### config.mk
export PLATFORM = sky130hd
export DESIGN_NAME = conv_sequencer
export DESIGN_NICKNAME = d
export VERILOG_FILES = /design/src/rtl/conv_seq_pkg.sv /design/src/rtl/cs_period_timer.sv /design/src/rtl/cs_seq_fsm.sv /design/src/rtl/cs_result_reg.sv /design/src/rtl/conv_sequencer.sv
export SDC_FILE = /design/constraint.sdc
export NUM_CORES = 1
export LEC_CHECK = 0
export BUFFER_PORTS_ARGS = -buffer_cell sky130_fd_sc_hd__buf_4
export CORE_UTILIZATION = 49
export CTS_CLUSTER_DIAMETER = 30
export DETAILED_ROUTE_END_ITERATION = 7
export GPL_TIMING_DRIVEN = 0
export PLACE_DENSITY = 0.82
export SYNTH_ARGS = -nofsm -noshare
export SYNTH_HDL_FRONTEND = slang
export SYNTH_SLANG_ARGS = --single-unit
### constraint.sdc
create_clock -name clk -period 2 [get_ports clk]
set_input_delay 0 -clock clk [delete_from_list [all_inputs] [get_ports clk]]
set_output_delay 0 -clock clk [all_outputs]
set_load 0.01 [all_outputs]
### src/rtl/conv_seq_pkg.sv
package conv_seq_pkg;
  typedef enum logic [1:0] {
    SEQ_OFF  = 2'd0,
    SEQ_CONV = 2'd1,
    SEQ_REST = 2'd2
  } seq_state_e;
endpackage

### src/rtl/cs_period_timer.sv
module cs_period_timer #(
  parameter int PERIOD_CYC = 1000,
  parameter int ACTIVE_CYC = 100
) (
  input  logic clk,
  input  logic rst,
  input  logic hold_i,
  output logic win_last_o,
  output logic period_last_o
);
  localparam int CNT_W = $clog2(PERIOD_CYC);
  localparam logic [CNT_W-1:0] LAST_P = CNT_W'(PERIOD_CYC - 1);
  localparam logic [CNT_W-1:0] LAST_W = CNT_W'(ACTIVE_CYC - 1);

  logic [CNT_W-1:0] cnt_q;

  initial begin
    assert (ACTIVE_CYC > 0 && ACTIVE_CYC < PERIOD_CYC && PERIOD_CYC > 1)
      else $error("cs_period_timer: need 0 < ACTIVE_CYC < PERIOD_CYC");
  end

  always_ff @(posedge clk) begin
    if (rst || hold_i) begin
      cnt_q <= '0;
    end else if (cnt_q == LAST_P) begin
      cnt_q <= '0;
    end else begin
      cnt_q <= cnt_q + 1'b1;
    end
  end

  assign win_last_o    = (cnt_q == LAST_W);
  assign period_last_o = (cnt_q == LAST_P);

  AST_CNT_IN_PERIOD: assert property (@(posedge clk) disable iff (rst)
    ({1'b0, cnt_q} < (CNT_W + 1)'(PERIOD_CYC)));
  AST_HOLD_CLEARS: assert property (@(posedge clk) disable iff (rst)
    hold_i |=> (cnt_q == '0));
endmodule

### src/rtl/cs_seq_fsm.sv
module cs_seq_fsm
  import conv_seq_pkg::*;
(
  input  logic clk,
  input  logic rst,
  input  logic shutdown_i,
  input  logic done_i,
  input  logic win_last_i,
  input  logic period_last_i,
  output logic start_o,
  output logic en_o,
  output logic hold_o,
  output logic accept_o
);
  seq_state_e state_q;

  // The timer is held while off or while shutdown is requested.
  assign hold_o   = (state_q == SEQ_OFF) || shutdown_i;
  assign accept_o = (state_q == SEQ_CONV) && done_i && !shutdown_i;

  always_ff @(posedge clk) begin
    if (rst) begin
      state_q <= SEQ_OFF;
      start_o <= 1'b0;
      en_o    <= 1'b0;
    end else begin
      start_o <= 1'b0;
      if (shutdown_i) begin
        state_q <= SEQ_OFF;
        en_o    <= 1'b0;
      end else begin
        unique case (state_q)
          SEQ_OFF: begin
            state_q <= SEQ_CONV;
            start_o <= 1'b1;
            en_o    <= 1'b1;
          end
          SEQ_CONV: begin
            if (done_i || win_last_i) begin
              state_q <= SEQ_REST;
              en_o    <= 1'b0;
            end
          end
          SEQ_REST: begin
            if (period_last_i) begin
              state_q <= SEQ_CONV;
              start_o <= 1'b1;
              en_o    <= 1'b1;
            end
          end
          default: begin
            state_q <= SEQ_OFF;
            en_o    <= 1'b0;
          end
        endcase
      end
    end
  end

  AST_START_PULSE: assert property (@(posedge clk) disable iff (rst)
    start_o |=> !start_o);
  AST_START_OPENS_WINDOW: assert property (@(posedge clk) disable iff (rst)
    start_o |-> en_o);
  AST_ACCEPT_CLOSES: assert property (@(posedge clk) disable iff (rst)
    accept_o |=> !en_o);
  AST_SHUTDOWN_QUIET: assert property (@(posedge clk) disable iff (rst)
    shutdown_i |=> (!en_o && !start_o));
  AST_WAKE_START: assert property (@(posedge clk) disable iff (rst)
    (state_q == SEQ_OFF && !shutdown_i) |=> (start_o && en_o));
endmodule

### src/rtl/cs_result_reg.sv
module cs_result_reg #(
  parameter int DATA_W = 11
) (
  input  logic              clk,
  input  logic              rst,
  input  logic              load_i,
  input  logic [DATA_W-1:0] data_i,
  output logic [DATA_W-1:0] temp_o,
  output logic              eoc_o
);
  always_ff @(posedge clk) begin
    if (rst) begin
      temp_o <= '0;
      eoc_o  <= 1'b0;
    end else begin
      eoc_o <= load_i;
      if (load_i) begin
        temp_o <= data_i;
      end
    end
  end

  AST_EOC_SINGLE: assert property (@(posedge clk) disable iff (rst)
    eoc_o |=> !eoc_o);
  AST_TEMP_ONLY_ON_EOC: assert property (@(posedge clk) disable iff (rst)
    !eoc_o |-> $stable(temp_o));
endmodule

### src/rtl/conv_sequencer.sv
module conv_sequencer #(
  parameter int PERIOD_CYC = 1000,
  parameter int ACTIVE_CYC = 100,
  parameter int DATA_W     = 11
) (
  input  logic              clk,
  input  logic              rst,
  input  logic              shutdown_i,
  input  logic              adc_done_i,
  input  logic [DATA_W-1:0] adc_data_i,
  input  logic              rd_strobe_i,
  output logic              adc_start_o,
  output logic              adc_en_o,
  output logic [DATA_W-1:0] temp_o,
  output logic              eoc_o
);
  logic hold;
  logic win_last;
  logic period_last;
  logic accept;

  cs_period_timer #(
    .PERIOD_CYC(PERIOD_CYC),
    .ACTIVE_CYC(ACTIVE_CYC)
  ) u_timer (
    .clk          (clk),
    .rst          (rst),
    .hold_i       (hold),
    .win_last_o   (win_last),
    .period_last_o(period_last)
  );

  cs_seq_fsm u_fsm (
    .clk          (clk),
    .rst          (rst),
    .shutdown_i   (shutdown_i),
    .done_i       (adc_done_i),
    .win_last_i   (win_last),
    .period_last_i(period_last),
    .start_o      (adc_start_o),
    .en_o         (adc_en_o),
    .hold_o       (hold),
    .accept_o     (accept)
  );

  cs_result_reg #(
    .DATA_W(DATA_W)
  ) u_result (
    .clk   (clk),
    .rst   (rst),
    .load_i(accept),
    .data_i(adc_data_i),
    .temp_o(temp_o),
    .eoc_o (eoc_o)
  );

  // Host reads are passive: they only observe temp_o.
  AST_READ_PASSIVE: assert property (@(posedge clk) disable iff (rst)
    (rd_strobe_i && !adc_en_o) |=> $stable(temp_o));
  AST_SHUTDOWN_ABORTS: assert property (@(posedge clk) disable iff (rst)
    shutdown_i |=> !eoc_o);
  AST_DONE_OUTSIDE_WINDOW: assert property (@(posedge clk) disable iff (rst)
    (adc_done_i && !adc_en_o) |=> !eoc_o);
endmodule

==> out/results.tsv, run 1 <==
stage	metric	value	unit
critical_path	Critical Path RT	2.29	ns
die	initial core utilization	55.1	%
sta	endpoints failing setup	0	
logic_synthesis	register area share after synthesis	51.9	%
place	GP Congestion	0.789	
logic_synthesis	Syn Nets	133	
logic_synthesis	cells after synthesis	116	
grt	vias in the first global route	856	
sta	final period utilization	96.0	%
power	PD cells	698	mW/mm^2
clock_network	Root Driver	clkbuf_4	
sta	skew final	0.0112	ns
critical_path	Setup crit start kind	register	
die	Die Span Y	47.2	um
logic_synthesis	synthesis-stage register bit count	26	
layout	commonest non-fill, non-tap cell in the layout	buf_4	
critical_path	Crit Path Category	register to register	
routing	WL/cell	14.2	um
grt	Total GRT Usage	26.0	%
layout	commonest cells after routing, fill and taps aside	28 x buf_4, 27 x nand2_1, 26 x dfxtp_1	
power	Leakage	0.570	nW
sta	min cycle time layout	1.92	ns
die	die area	0.00223	sq mm
routing	Final ANT Viol Nets	0	
clock_network	Num CTS Buffers	3	
logic_synthesis	Yosys warning count	0	
sta	Hold Vio Cnt, Final	0	
logic_synthesis	Cell Area, Synth	0.00100	sq mm
critical_path	Crit Path Max Fanout	10	
sta	Slew HR	48.8	%
grt	initial antenna violation count	0	
sta	setup tns final	0	ns
critical_path	critical path arrival	2.21	ns
place	pre-CTS setup slack	0.440	ns
sta	final worst slack	0.0793	ns
layout	design area	0.00143	sq mm
outcome	outcome	completed	
sta	slew at the pin closest to its max-slew limit	0.765	ns
clock_network	clock latency on the worst-skew pair	0.33	ns
routing	First-pass DRT Iterations	4	
clock_network	clock sinks	26	
grt	first-pass GRT wire length	3820	um
grt	grt total ovfl	0	
routing	final wirelength	2640	um
die	Row Count	15	
logic_synthesis	syn_area_per_cell	8.64	sq um
routing	first-iteration detailed-routing DRC count	16	
die	total I/O pin count	30	
clock_network	Clock transition at path regs	0.15	ns
layout	layout cell share with drive strength beyond 1	22.4	%
routing	via count	961	
grt	largest net degree at the start of global routing	16	
power	Final Total Pwr	0.996	mW
clock_network	CTS tree	done	
place	detailed placer's ending HPWL	1540	um
critical_path	CP endpoint kind	register	
routing	routed vias/inst	5.17	
layout	Layout area overhead	42.4	%
routing	DRC	0	
layout	Layout Nets	179	
layout	ant diodes	0	
place	port buffer count	28	
logic_synthesis	Netlist cell types	26	
power	maximum vdd drop	0.476	mV
worst_hold_path	Hold Path Class	primary input to register	
sta	final slew viol count	0	
clock_network	H-tree depth	1	
sta	Peak Freq	521	MHz
flow_run	max-cap violations	0	
die	core area	0.00182	sq mm
die	chip width	47.2	um
place	Post-DP Area	0.00124	sq mm
clock_network	postcts setup bufs	0	
clock_network	maximum clock path buffer count	2	
## registers in the layout (all words and copies together) (netlist names)
signal / cells
u_fsm.state_q: 2
u_fsm.start_o: 1
u_fsm.en_o: 1
u_timer.cnt_q: 10
u_result.temp_o: 11
u_result.eoc_o: 1
## critical path: stages, from the launching register on
cell,delay (ns)
dfxtp_1,0.45
nor4bb_1,0.34
clkbuf_2,0.30
nand2_1,0.08
a21oi_1,0.13
dlygate4sd3_1,0.57
## final timing paths
path                                         start                  to  slack, ns  cells after the start
worst max register to register    u_fsm.state_q[0]  u_result.temp_o[1]       0.08                      5
worst max-delay path              u_fsm.state_q[0]  u_result.temp_o[1]       0.08                      5
worst min-delay path                    adc_done_i  u_result.temp_o[0]       0.07                      4
worst min register to register  u_result.temp_o[3]  u_result.temp_o[3]       0.46                      2
## where the power goes
group	switching (mW)	total (mW)	internal, mW
Combinational	0.0383	0.0936	0.0553
Clock	0.162	0.365	0.203
Sequential	0.00835	0.538	0.529
## synth_stat cells
library cell / number / area (sq um)
nand2_1: 27 / 101
dfxtp_1: 26 / 521
nor2_1: 13 / 48.8
a21oi_1: 12 / 60.1
xnor2_1: 4 / 35.0
xor2_1: 4 / 35.0
clkbuf_1: 3 / 11.3
inv_1: 3 / 11.3
nor3_1: 3 / 15.0
and2_1: 2 / 12.5
nand3_1: 2 / 10.0
nand4_1: 2 / 12.5
nor4_1: 2 / 12.5
a2111oi_1: 1 / 10.0
a31o_1: 1 / 8.76
a31o_2: 1 / 8.76
a41o_1: 1 / 10.0
and3_1: 1 / 6.26
and4_1: 1 / 8.76
and4bb_2: 1 / 12.5
ha_1: 1 / 12.5
nor2b_1: 1 / 6.26
nor4bb_1: 1 / 10.0
o211ai_1: 1 / 7.51
or2_2: 1 / 6.26
or3b_1: 1 / 8.76
## per-layer routing
layer,global-route usage [%],part of all wire [%],vias up
met3,4.62,2.1,5
met2,49.9,56,22
li1,-,-,480
met4,12.0,1.8,0
met5,0,0,-
met1,26.7,40,454
## what timing repair did
action / 4_1_cts / 5_1_grt
setup endpoints to repair: 0 / 1
gates resized for setup: 0 / 2
hold buffers: 13 / 0
hold endpoints to repair: 12 / 0
## per-stage QoR
stage	hold slack, ns	utilization [%]	instances
6_report	0.0716	78.4	186
3_5_place_dp	0.223	68.3	169
5_1_grt	0.0736	78.4	186
3_3_place_gp	0.218	68.3	169
2_1_floorplan	0.0691	-	116
4_1_cts	0.0788	78.4	186
## layout make-up
type                       instances  area [sq um]
sequential                        26           520
multi-input combinational         84           459
fill                             127           393
timing repair buffer              41           340
tap                               25          31.3
clock inverter                     1          30.0
clock buffer                       3          22.5
buffer                             3          12.5
inverter                           3          11.3
## cell families (layout without fill, tap and decap cells)
kind of cell	count (synthesis)	count (layout)	synth area share [%]
AND/OR/NAND/NOR	58	58	27.1
buffers and inverters	6	51	2.25
flip-flops	26	26	51.9
adder cells (fa/ha/maj)	1	1	1.25
AO/OA/AOI/OAI	17	17	10.5
XOR/XNOR	8	8	6.99
No activity file was read; power rests on OpenSTA's default activity.
==> inputs of run 2 (changes only) <==
CORE_ASPECT_RATIO = 1.2   (was unset)
==> out/results.tsv, run 2 (same netlist as run 1, synthesis figures left out) <==
stage	metric	value	unit
power	clock power share	29.3	%
clock_network	H-tree depth	1	
die	chip width	43.3	um
flow_run	max-cap violations	0	
routing	DRC	0	
clock_network	CTS tree	done	
layout	max reg flops	11	
layout	ant diodes	0	
sta	Hold Vio Cnt, Final	0	
sta	endpoints failing setup	0	
sta	Fin Hold WS	0.105	ns
layout	largest register by flop count	u_result.temp_o	
critical_path	Critical Path RT	2.27	ns
routing	via count	959	
power	Switch Pwr	0.198	mW
place	port buffer count	28	
clock_network	Num CTS Buffers	3	
layout	Final Util	75.9	%
die	core area	0.00187	sq mm
critical_path	worst reg2reg endpoint	u_result.temp_o[1]	
power	Logic pwr share	10.6	%
sta	skew final	0.00354	ns
worst_hold_path	Hold Path Class	primary input to register	
clock_network	postcts setup bufs	0	
critical_path	Setup crit start kind	register	
power	Leakage	0.565	nW
critical_path	critical path depth	5	
die	Die Span Y	51.5	um
layout	Layout area overhead	41.7	%
die	initial core utilization	53.5	%
power	maximum vdd drop	0.522	mV
layout	commonest cells after routing, fill and taps aside	28 x buf_4, 27 x nand2_1, 26 x dfxtp_1	
routing	Final ANT Viol Nets	0	
critical_path	Crit Path Max Fanout	10	
routing	final wirelength	2320	um
critical_path	crit path from	u_fsm.state_q[0]	
grt	first-pass GRT wire length	4030	um
layout	biggest registers after layout	u_result.temp_o x11, u_timer.cnt_q x10, u_fsm.state_q x2	
clock_network	maximum clock path buffer count	2	
layout	number of fill cells	131	
layout	commonest non-fill, non-tap cell in the layout	buf_4	
critical_path	worst path bufs/invs	2	
routing	WL/cell	12.8	um
sta	final slew viol count	0	
critical_path	crit path to	u_result.temp_o[1]	
sta	min cycle time layout	1.91	ns
power	Pint	0.697	mW
grt	initial antenna violation count	0	
power	PD cells	630	mW/mm^2
routing	first-iteration detailed-routing DRC count	12	
critical_path	R2R cell count	5	
grt	Total GRT Usage	23.8	%
critical_path	critical path's slowest cell	dlygate4sd3_1	
clock_network	clock sinks	26	
critical_path	critical-path cell list	nor4bb_2, clkbuf_2, nand2_1, a21oi_1, dlygate4sd3_1	
clock_network	Clock transition at path regs	0.13	ns
clock_network	Root Driver	clkbuf_4	
critical_path	CP delay by family, top	buffers and inverters	
power	Final Total Pwr	0.895	mW
layout	Layout Nets	180	
sta	Peak Freq	523	MHz
critical_path	CP endpoint kind	register	
power	sw frac	22.1	%
sta	setup tns final	0	ns
die	Row Count	17	
sta	Slew HR	49.7	%
clock_network	clock latency on the worst-skew pair	0.32	ns
grt	vias in the first global route	988	
outcome	outcome	completed	
sta	slew at the pin closest to its max-slew limit	0.751	ns
place	GP Congestion	0.780	
routing	routed vias/inst	5.30	
critical_path	flop-to-flop setup slack	0.09	ns
grt	grt total ovfl	0	
critical_path	Crit Path Category	register to register	
die	total I/O pin count	30	
place	detailed placer's ending HPWL	1430	um
routing	First-pass DRT Iterations	4	
critical_path	critical path arrival	2.18	ns
power	Seq pwr share	60.1	%
layout	layout cell share with drive strength beyond 1	22.8	%
critical_path	critical path's largest stage delay	0.55	ns
die	die area	0.00223	sq mm
sta	final period utilization	95.6	%
grt	largest net degree at the start of global routing	15	
critical_path	worst r2r src	u_fsm.state_q[0]	
-- run 2: worst register-to-register path: stages, from the launching register on --
cell and delay (ns):
dfxtp_1 0.48, nor4bb_2 0.35, clkbuf_2 0.29, nand2_1 0.08, a21oi_1 0.11, dlygate4sd3_1 0.55
-- run 2: final cells by class --
cell class	instances	area, sq um	share of cell area (%)
Tap cell	19	23.8	1.67
Inverter	3	11.3	0.793
Multi-Input combinational cell	84	465	32.8
Timing Repair Buffer	42	350	24.7
Clock buffer	4	36.3	2.56
Sequential cell	26	520	36.7
Buffer	3	12.5	0.881
-- run 2: what timing repair did --
action | 4_1_cts | 5_1_grt
gates resized for setup | 0 | 3
endpoints found under the hold margin | 12 | 0
hold buffers | 14 | 0
setup endpoints to repair | 0 | 1
-- run 2: how the worst min path moves through the flow --
stage	start	endpoint	slack (ns)	cells past startpoint
finish	adc_done_i	u_result.temp_o[0]	0.11	4
global route	adc_done_i	u_result.temp_o[0]	0.16	4
CTS	adc_done_i	u_result.temp_o[0]	0.09	4
detailed placement	rst	u_result.temp_o[1]	0.22	2
global placement	rst	u_result.temp_o[0]	0.22	2
floorplan	rst	u_result.temp_o[0]	0.07	1
-- run 2: metal layers --
metal  share of wire (%)  wire (um)  track usage [%]  up-vias
li1                    -          -                -      482
met1                  43        992             26.9      453
met2                  52       1220             43.0       20
met3                 3.7         87             4.86        4
met4                 1.1         25             9.09        0
met5                   0          0                0        -
-- run 2: through the flow --
stage | instance area (sq um) | std cells | setup slack (ns)
2_1_floorplan | 1000 | 116 | 0.531
6_report | 1420 | 181 | 0.0877
3_5_place_dp | 1240 | 163 | 0.457
4_1_cts | 1410 | 181 | 0.0290
5_1_grt | 1420 | 181 | -0.0215
3_3_place_gp | 1240 | 163 | 0.493
-- run 2: power by group through the flow --
| stage | Clock [mW] | Combinational, mW | Sequential (mW) |
|---|---|---|---|
| after floorplan | 0 | 0.0262 | 0.551 |
| after global placement | 0 | 0.0702 | 0.548 |
| after detailed placement | 0 | 0.0717 | 0.548 |
| after CTS | 0.266 | 0.0915 | 0.537 |
| after global routing | 0.286 | 0.104 | 0.539 |
| final | 0.262 | 0.0947 | 0.538 |
